===== src/rtl/ovf_alu_pkg.sv =====
package ovf_alu_pkg;
  typedef enum logic [3:0] {
    OP_NOP = 4'h0, OP_SET = 4'h1, OP_ADD = 4'h2, OP_SUB = 4'h3,
    OP_MUL = 4'h4, OP_DIV = 4'h5, OP_MOD = 4'h6, OP_SHL = 4'h7,
    OP_SHR = 4'h8, OP_AND = 4'h9, OP_BOR = 4'ha, OP_XOR = 4'hb,
    OP_IFE = 4'hc, OP_IFN = 4'hd, OP_IFG = 4'he, OP_IFB = 4'hf
  } alu_op_e;

  localparam int unsigned COST_LOGIC = 1;
  localparam int unsigned COST_ARITH = 2;
  localparam int unsigned COST_DIVIDE = 3;
  localparam int unsigned COST_COND = 2;
endpackage


===== src/rtl/ovf_alu_arith.sv =====
module ovf_alu_arith #(
  parameter int unsigned W = 16
) (
  input  logic [W-1:0] a_i,
  input  logic [W-1:0] b_i,
  output logic [W-1:0] add_res_o,
  output logic [W-1:0] add_ovf_o,
  output logic [W-1:0] sub_res_o,
  output logic [W-1:0] sub_ovf_o,
  output logic [W-1:0] mul_res_o,
  output logic [W-1:0] mul_ovf_o,
  output logic [W-1:0] shl_res_o,
  output logic [W-1:0] shl_ovf_o,
  output logic [W-1:0] shr_res_o,
  output logic [W-1:0] shr_ovf_o
);
  localparam int unsigned DW = 2 * W;

  logic [W:0]    sum;
  logic [DW-1:0] prod;
  logic [DW-1:0] shl_full;
  logic [DW-1:0] shr_full;

  assign sum      = {1'b0, a_i} + {1'b0, b_i};
  assign prod     = {{W{1'b0}}, a_i} * {{W{1'b0}}, b_i};
  assign shl_full = {{W{1'b0}}, a_i} << b_i;
  // upper half is a>>b, lower half carries the bits shifted out
  assign shr_full = {a_i, {W{1'b0}}} >> b_i;

  assign add_res_o = sum[W-1:0];
  assign add_ovf_o = {{(W-1){1'b0}}, sum[W]};
  assign sub_res_o = a_i - b_i;
  assign sub_ovf_o = {{(W-1){1'b0}}, (b_i > a_i)};
  assign mul_res_o = prod[W-1:0];
  assign mul_ovf_o = prod[DW-1:W];
  assign shl_res_o = shl_full[W-1:0];
  assign shl_ovf_o = shl_full[DW-1:W];
  assign shr_res_o = shr_full[DW-1:W];
  assign shr_ovf_o = shr_full[W-1:0];
endmodule


===== src/rtl/ovf_alu_divmod.sv =====
module ovf_alu_divmod #(
  parameter int unsigned W = 16
) (
  input  logic [W-1:0] a_i,
  input  logic [W-1:0] b_i,
  output logic [W-1:0] quo_o,
  output logic [W-1:0] frac_o,
  output logic [W-1:0] rem_o
);
  localparam int unsigned DW = 2 * W;

  logic          b_zero;
  logic [DW-1:0] wide_q;

  assign b_zero = (b_i == '0);
  // one wide divide yields both the quotient (upper) and O (lower)
  assign wide_q = b_zero ? '0 : ({a_i, {W{1'b0}}} / {{W{1'b0}}, b_i});
  assign quo_o  = wide_q[DW-1:W];
  assign frac_o = wide_q[W-1:0];
  assign rem_o  = b_zero ? '0 : (a_i % b_i);
endmodule


===== src/rtl/ovf_alu_cond.sv =====
module ovf_alu_cond
  import ovf_alu_pkg::*;
#(
  parameter int unsigned W = 16
) (
  input  alu_op_e      op_i,
  input  logic [W-1:0] a_i,
  input  logic [W-1:0] b_i,
  output logic         is_cond_o,
  output logic         skip_o
);
  logic eq, gt, any_bit;

  assign eq      = (a_i == b_i);
  assign gt      = (a_i > b_i);
  assign any_bit = |(a_i & b_i);

  always_comb begin
    is_cond_o = 1'b1;
    skip_o    = 1'b0;
    unique case (op_i)
      OP_IFE:  skip_o = !eq;
      OP_IFN:  skip_o = eq;
      OP_IFG:  skip_o = !gt;
      OP_IFB:  skip_o = !any_bit;
      default: is_cond_o = 1'b0;
    endcase
  end
endmodule


===== src/rtl/ovf_alu_cost.sv =====
module ovf_alu_cost
  import ovf_alu_pkg::*;
#(
  parameter int unsigned CW = 2
) (
  input  alu_op_e       op_i,
  output logic [CW-1:0] cyc_o
);
  always_comb begin
    unique case (op_i)
      OP_NOP:                          cyc_o = '0;
      OP_SET, OP_AND, OP_BOR, OP_XOR:  cyc_o = CW'(COST_LOGIC);
      OP_DIV, OP_MOD:                  cyc_o = CW'(COST_DIVIDE);
      OP_IFE, OP_IFN, OP_IFG, OP_IFB:  cyc_o = CW'(COST_COND);
      default:                         cyc_o = CW'(COST_ARITH);
    endcase
  end
endmodule


===== src/rtl/ovf_alu.sv =====
module ovf_alu
  import ovf_alu_pkg::*;
#(
  parameter int unsigned W  = 16,
  parameter int unsigned CW = 2
) (
  input  logic          clk_i,
  input  logic          rst_ni,
  input  logic          valid_i,
  input  logic [3:0]    op_i,
  input  logic [W-1:0]  a_i,
  input  logic [W-1:0]  b_i,
  input  logic          dst_lit_i,
  output logic [W-1:0]  res_o,
  output logic          we_o,
  output logic [W-1:0]  o_o,
  output logic          skip_o,
  output logic [CW-1:0] cyc_o
);
  alu_op_e op;
  assign op = alu_op_e'(op_i);

  logic [W-1:0] add_r, add_v, sub_r, sub_v, mul_r, mul_v;
  logic [W-1:0] shl_r, shl_v, shr_r, shr_v;
  logic [W-1:0] quo, frac, rem;
  logic         is_cond, cond_skip;
  logic [CW-1:0] cost;

  ovf_alu_arith #(.W(W)) u_arith (
    .a_i(a_i), .b_i(b_i),
    .add_res_o(add_r), .add_ovf_o(add_v),
    .sub_res_o(sub_r), .sub_ovf_o(sub_v),
    .mul_res_o(mul_r), .mul_ovf_o(mul_v),
    .shl_res_o(shl_r), .shl_ovf_o(shl_v),
    .shr_res_o(shr_r), .shr_ovf_o(shr_v)
  );

  ovf_alu_divmod #(.W(W)) u_divmod (
    .a_i(a_i), .b_i(b_i), .quo_o(quo), .frac_o(frac), .rem_o(rem)
  );

  ovf_alu_cond #(.W(W)) u_cond (
    .op_i(op), .a_i(a_i), .b_i(b_i), .is_cond_o(is_cond), .skip_o(cond_skip)
  );

  ovf_alu_cost #(.CW(CW)) u_cost (.op_i(op), .cyc_o(cost));

  logic [W-1:0] res_d, o_d;
  logic         wr_d;

  always_comb begin
    res_d = '0;
    o_d   = o_o;
    wr_d  = 1'b1;
    unique case (op)
      OP_SET: res_d = b_i;
      OP_ADD: begin res_d = add_r; o_d = add_v; end
      OP_SUB: begin res_d = sub_r; o_d = sub_v; end
      OP_MUL: begin res_d = mul_r; o_d = mul_v; end
      OP_DIV: begin res_d = quo;   o_d = frac;  end
      OP_MOD: res_d = rem;
      OP_SHL: begin res_d = shl_r; o_d = shl_v; end
      OP_SHR: begin res_d = shr_r; o_d = shr_v; end
      OP_AND: res_d = a_i & b_i;
      OP_BOR: res_d = a_i | b_i;
      OP_XOR: res_d = a_i ^ b_i;
      default: wr_d = 1'b0;  // NOP and conditionals
    endcase
  end

  always_ff @(posedge clk_i or negedge rst_ni) begin
    if (!rst_ni) begin
      res_o  <= '0;
      we_o   <= 1'b0;
      o_o    <= '0;
      skip_o <= 1'b0;
      cyc_o  <= '0;
    end else begin
      we_o   <= valid_i && wr_d && !dst_lit_i;
      skip_o <= valid_i && is_cond && cond_skip;
      cyc_o  <= valid_i ? cost : '0;
      if (valid_i) begin
        res_o <= res_d;
        o_o   <= o_d;
      end
    end
  end

  a_r10_lit_no_write: assert property (@(posedge clk_i) disable iff (!rst_ni)
    valid_i && dst_lit_i |=> !we_o);

  a_r9_skip_never_writes: assert property (@(posedge clk_i) disable iff (!rst_ni)
    !(skip_o && we_o));

  a_r12_idle_holds_o: assert property (@(posedge clk_i) disable iff (!rst_ni)
    !valid_i |=> ($stable(o_o) && !we_o && !skip_o && cyc_o == '0));

  a_r6_div_zero: assert property (@(posedge clk_i) disable iff (!rst_ni)
    valid_i && op == OP_DIV && b_i == '0 |=> (o_o == '0 && res_o == '0));

  a_r7_mod_zero_keeps_o: assert property (@(posedge clk_i) disable iff (!rst_ni)
    valid_i && op == OP_MOD && b_i == '0 |=> (res_o == '0 && $stable(o_o)));

  a_r8_logic_cost: assert property (@(posedge clk_i) disable iff (!rst_ni)
    valid_i && (op == OP_AND || op == OP_BOR || op == OP_XOR)
    |=> (cyc_o == CW'(1) && $stable(o_o)));
endmodule


===== config.mk =====
export PLATFORM = sky130hd
export DESIGN_NAME = ovf_alu
export DESIGN_NICKNAME = d
export VERILOG_FILES = /design/src/rtl/ovf_alu_pkg.sv /design/src/rtl/ovf_alu_arith.sv /design/src/rtl/ovf_alu_divmod.sv /design/src/rtl/ovf_alu_cond.sv /design/src/rtl/ovf_alu_cost.sv /design/src/rtl/ovf_alu.sv
export SDC_FILE = /design/constraint.sdc
export NUM_CORES = 2
export LEC_CHECK = 0
export BUFFER_PORTS_ARGS = -buffer_cell sky130_fd_sc_hd__buf_2
export CORE_MARGIN = 8
export CORE_UTILIZATION = 63
export CTS_CLUSTER_DIAMETER = 60
export DETAILED_ROUTE_END_ITERATION = 7
export PLACE_DENSITY = 0.83
export SETUP_SLACK_MARGIN = 0.05
export SYNTH_ARGS = -nofsm -noshare
export SYNTH_HDL_FRONTEND = slang
export SYNTH_SLANG_ARGS = --single-unit
export TNS_END_PERCENT = 1

===== constraint.sdc =====
create_clock -name clk_i -period 1.6 [get_ports clk_i]
set_input_delay 0.32 -clock clk_i [delete_from_list [all_inputs] [get_ports clk_i]]
set_output_delay 0.32 -clock clk_i [all_outputs]
set_load 0.01 [all_outputs]

==> flow_metrics.env, run 1 <==
export IMPL_synth_async_sr_flop_share=1.00
export IMPL_clock_sink_count=36
export IMPL_preCtsSetupSlack_ps=-76510
export IMPL_syn_num_nets=7185
export IMPL_result_of_the_run="aborted with a tool error"
export IMPL_synthesis_area_per_instance_um2=7.10
export IMPL_globalRouteOverflowTotal=5304
export IMPL_cts_buffers=5
export IMPL_largest_net_degree_at_the_start_of_global_routing=69
export IMPL_io_buffer_count=75
export IMPL_grt_pass1_wl_um=617000
export IMPL_rows=97
export IMPL_synth_seq_area_share=0.0202
export IMPL_gr_usage_all_layers=1.00
export IMPL_syn_inst=6278
export IMPL_cts_path_max_buffers=2
export IMPL_syn_area_mm2=0.0446
export IMPL_tool_error="[ERROR GRT-0116] Global routing finished with congestion. Check the congestion regions in the DRC Viewer."
export IMPL_synthDistinctLibCells=132
export IMPL_synth_enable_flop_cells=0
export IMPL_ys_ff_latch=36
export IMPL_first_global_vias=92900
export IMPL_clock_tree_root_cell="sky130_fd_sc_hd__clkbuf_16"
export IMPL_cts_hold_buf=0
export IMPL_ios=76
export IMPL_flow_stopped_at="global routing"
export IMPL_detailed_place_hpwl_um=192000
export IMPL_htree_levels=2
export IMPL_die_h_um=282
export IMPL_initial_core_util=0.636
export IMPL_gp_weighted_congestion=1.26
export IMPL_synth_main_ff_cell="sky130_fd_sc_hd__dfrtp_1"
export IMPL_die_width_um=282
export IMPL_synth_yosys_warnings=0
-- routing by layer --
metal / GRT usage / GRT overflow
met1: 0.918 / 423
met2: 1.17 / 3358
met3: 0.918 / 361
met4: 1.05 / 1105
met5: 0.797 / 57
-- stage by stage --
| step | instance area (µm²) | cells |
|---|---|---|
| floorplan | 45800 | 6278 |
| global placement | 62500 | 9241 |
| detailed placement | 62500 | 9241 |
| CTS | 64600 | 9344 |
-- what timing repair did --
item | CTS
cloned | 2
pin swaps | 157
resized for setup | 285
buffers inserted | 93
endpoints found under the setup margin | 34
-- cell families after synthesis --
group	count (synthesis)	share of synthesized area
AND/OR/NAND/NOR	2166	0.232
AO/OA/AOI/OAI	2084	0.317
adder cells (fa/ha/maj)	867	0.277
buffers and inverters	695	0.0604
XOR/XNOR	282	0.0556
multiplexers	148	0.0374
flip-flops	36	0.0202
-- Yosys cell counts, drive strengths merged, types with 14 or more instances --
| cell type | count | area (µm²) |
|---|---|---|
| and3 | 43 | 274 |
| a31oi | 65 | 419 |
| a21oi | 425 | 2130 |
| nand2 | 671 | 2530 |
| a21boi | 30 | 236 |
| nand3 | 132 | 676 |
| buf | 68 | 339 |
| o21a | 247 | 1850 |
| nand4 | 72 | 480 |
| mux2i | 48 | 493 |
| o221ai | 17 | 155 |
| a221oi | 33 | 295 |
| ha | 669 | 8370 |
| inv | 406 | 1520 |
| o21ai | 400 | 2010 |
| clkbuf | 215 | 807 |
| xnor2 | 193 | 1690 |
| a22oi | 32 | 240 |
| o31ai | 167 | 1270 |
| dfrtp | 36 | 901 |
| or3 | 45 | 287 |
| nor3 | 265 | 1360 |
| fa | 198 | 3960 |
| a31o | 15 | 131 |
| or2 | 51 | 319 |
| o31a | 16 | 140 |
| a211o | 25 | 219 |
| a2111oi | 16 | 153 |
| and4 | 18 | 160 |
| nor4 | 49 | 362 |
| a221o | 14 | 140 |
| o2111ai | 16 | 159 |
| or4 | 17 | 135 |
| a211oi | 64 | 546 |
| o21bai | 49 | 368 |
| a21o | 195 | 1460 |
| and2 | 64 | 402 |
| nor2b | 43 | 269 |
| nor2 | 561 | 2120 |
| nand2b | 87 | 544 |
| o211ai | 63 | 478 |
| mux2 | 96 | 1080 |
| o22ai | 51 | 332 |
| xor2 | 89 | 787 |
==> run 2: changes to the inputs <==
--- a/config.mk
+++ b/config.mk
@@ -7,11 +7,9 @@
 export LEC_CHECK = 0
 export BUFFER_PORTS_ARGS = -buffer_cell sky130_fd_sc_hd__buf_2
 export CORE_MARGIN = 8
-export CORE_UTILIZATION = 63
-export CTS_CLUSTER_DIAMETER = 60
+export CORE_UTILIZATION = 40
 export DETAILED_ROUTE_END_ITERATION = 7
-export PLACE_DENSITY = 0.83
-export SETUP_SLACK_MARGIN = 0.05
+export PLACE_DENSITY_LB_ADDON = 0.15
 export SYNTH_ARGS = -nofsm -noshare
 export SYNTH_HDL_FRONTEND = slang
 export SYNTH_SLANG_ARGS = --single-unit
==> run 2 against run 1 <==
Net effect:
- the flow now finishes, with violations (setup timing)
- synthesized area did not move
- synthesized cell count did not move
==> flow_metrics.env, run 2 <==
export IMPL_rrSetupSlack_ps=780
export IMPL_insertion_delay_ps=340
export IMPL_detailed_place_hpwl_um=169000
export IMPL_post_route_period_util=45.2
export IMPL_cts_buffers=5
export IMPL_cp_end_kind="flop"
export IMPL_setup_slack_ps=-70740
export IMPL_fmax_ghz=0.0138
export IMPL_design_core_area_mm2=0.111
export IMPL_final_util=0.606
export IMPL_cts_path_max_buffers=2
export IMPL_clock_sink_count=36
export IMPL_die_h_um=350
export IMPL_grt_pass1_wl_um=322000
export IMPL_gp_weighted_congestion=1.04
export IMPL_finalHoldViolations=0
export IMPL_die_width_um=350
export IMPL_largest_registers="o_o x16, res_o x16, cyc_o x2"
export IMPL_synthDistinctLibCells=132
export IMPL_layout_commonest_cell="sky130_fd_sc_hd__buf_4"
export IMPL_critical_path_max_stage_delay_ps=620
export IMPL_critPathMostFrequentCell="sky130_fd_sc_hd__o21a_1"
export IMPL_fin_worst_skew_ps=0
export IMPL_holdCritStartpoint="dst_lit_i"
export IMPL_critical_path_class="in -> reg"
export IMPL_worst_hold_path_endpoint="we_o"
export IMPL_violations="setup timing"
export IMPL_synth_yosys_warnings=0
export IMPL_final_nets=9464
export IMPL_critical_path_slowest_cell="sky130_fd_sc_hd__or4b_2"
export IMPL_placed_cell_area_mm2=0.0640
export IMPL_critical_path_peak_fanout=8
export IMPL_wl_per_cell_um=21.1
export IMPL_min_delay_path_depth=2
export IMPL_synth_async_sr_flop_share=1.00
export IMPL_synth_most_common_cell="sky130_fd_sc_hd__ha_1"
export IMPL_clock_tree_root_cell="sky130_fd_sc_hd__clkbuf_16"
export IMPL_synth_seq_area_share=0.0202
export IMPL_antenna_found_initial=9
export IMPL_area_growth_syn_to_layout_pct=50.4
export IMPL_result_of_the_run="complete, but fails checks"
export IMPL_crit_reg2reg_launch="o_o[0]"
export IMPL_first_global_vias=56000
export IMPL_final_design_area_no_fill_mm2=0.0670
export IMPL_rows=122
export IMPL_synth_area_top_cells="sky130_fd_sc_hd__ha_1 19%, sky130_fd_sc_hd__fa_1 8.9%, sky130_fd_sc_hd__nand2_1 5.6%"
export IMPL_timing_final_setup_violations=33
export IMPL_grt_setup_unrepaired="true"
export IMPL_num_fill_cells=10300
export IMPL_syn_inst=6278
export IMPL_holdWs_ps=136
export IMPL_reg2regPathDepth=2
export IMPL_synthesis_area_per_instance_um2=7.10
export IMPL_largest_net_degree_at_the_start_of_global_routing=67
export IMPL_synthDominantAreaCellType="sky130_fd_sc_hd__ha_1"
export IMPL_synth_largest_type_area_fraction=0.188
export IMPL_io_buffer_count=75
export IMPL_detailedRoute_firstPassIterationCount=6
export IMPL_ios=76
export IMPL_layout_common_cells="2443 x sky130_fd_sc_hd__buf_4, 659 x sky130_fd_sc_hd__nand2_1, 621 x sky130_fd_sc_hd__ha_1, 531 x sky130_fd_sc_hd__nor2_1, 383 x sky130_fd_sc_hd__inv_1"
export IMPL_gr_usage_all_layers=0.330
export IMPL_synth_main_ff_cell="sky130_fd_sc_hd__dfrtp_1"
export IMPL_ys_ff_latch=36
export IMPL_critical_path_required_ps=1810
export IMPL_dr_first_iter_drc_count=4689
export IMPL_fp_dieArea_mm2=0.122
export IMPL_detail_route_antenna_nets=0
export IMPL_routed_wl_um=212000
export IMPL_post_route_drc_count=0
export IMPL_timing_hold_worst_class="in -> reg"
export IMPL_drive_above_1_share=0.367
export IMPL_arrival_ps=72550
export IMPL_maxcap_violations=0
export IMPL_globalRouteOverflowTotal=0
export IMPL_syn_area_mm2=0.0446
export IMPL_initial_core_util=0.403
export IMPL_final_max_slew_viol_count=0
export IMPL_most_numerous_cell_types_in_the_synthesized_netlist="669 x sky130_fd_sc_hd__ha_1, 667 x sky130_fd_sc_hd__nand2_1, 556 x sky130_fd_sc_hd__nor2_1"
export IMPL_worstReg2RegEnd="o_o[0]"
export IMPL_synth_enable_flop_cells=0
export IMPL_vias=57800
export IMPL_worst_setup_path_start_kind="input port"
export IMPL_path_clk_slew_ps=90
export IMPL_tritoncts_clock_tree="done"
export IMPL_timing_worst_slew_pin_value_ps=913
export IMPL_detail_route_vias_per_cell=5.75
export IMPL_syn_num_nets=7185
export IMPL_slew_headroom=0.386
export IMPL_htree_levels=2
export IMPL_fin_crit_ps=72340
==> run 2: final cells by class <==
class	instances	area (µm²)	area share
clock buffers	6	139	0.00207
inverters	412	1560	0.0233
well taps	1488	1860	0.0278
flip-flops and latches	36	901	0.0134
clock inverters	2	15.0	0.000224
repair buffers	2554	19300	0.287
multi-input cells	5548	43300	0.646
diodes	6	15.0	0.000224
==> run 2: worst max path at each step <==
stage | from | slack [ps] | end
floorplan | b_i[0] | -74320 | o_o[0]
global placement | b_i[15] | -71000 | o_o[0]
detailed placement | b_i[7] | -72530 | o_o[0]
CTS | b_i[15] | -70400 | o_o[0]
global route | b_i[7] | -74970 | o_o[0]
finish | b_i[7] | -70740 | o_o[0]
==> run 2: cell families after synthesis <==
family | share of synthesized area
compound gates | 0.317
xor+xnor | 0.0556
fa+ha+maj | 0.277
buf+inv | 0.0604
flops | 0.0202
mux | 0.0374
simple gates | 0.232
==> run 2: critical path: cells and delay by family <==
kind,cells,cell delay (ps)
muxes,9,2730
adders and majority gates,32,8930
xor gates and xnor gates,1,100
and+or+nand+nor,96,15150
buffers and inverters,27,3440
AOI/OAI and AO/OA,240,41750
==> run 2: metal layers <==
metal | vias to the layer above | track usage | wire length (µm)
met5 | - | 0 | 144
met4 | 10 | 0.106 | 8360
met3 | 445 | 0.0534 | 18400
met2 | 2115 | 0.517 | 90200
met1 | 27600 | 0.461 | 94800
li1 | 27700 | - | -
==> run 2: metrics by stage <==
step	worst slack [ps]	instances	setup TNS [ps]
after floorplan	-74320	6278	-1339120
after global placement	-71000	9895	-1284880
after detailed placement	-72530	9895	-1310970
after CTS	-70400	9977	-1268620
after global routing	-74970	10000	-1350360
final	-70740	10100	-1270120
==> run 2: what timing repair did <==
action / 4_1_cts / 5_1_grt
gates resized for setup: 148 / 219
setup buffers: 72 / 69
cloned: 1 / 1
endpoints found under the hold margin: 13 / 0
hold buffers: 1 / 0
pin swaps: 94 / 162
endpoints found under the setup margin: 33 / 34
Power of run 2 is not shown: default switching activity piles up to over one toggle a cycle in this logic, so the estimate is an artifact.
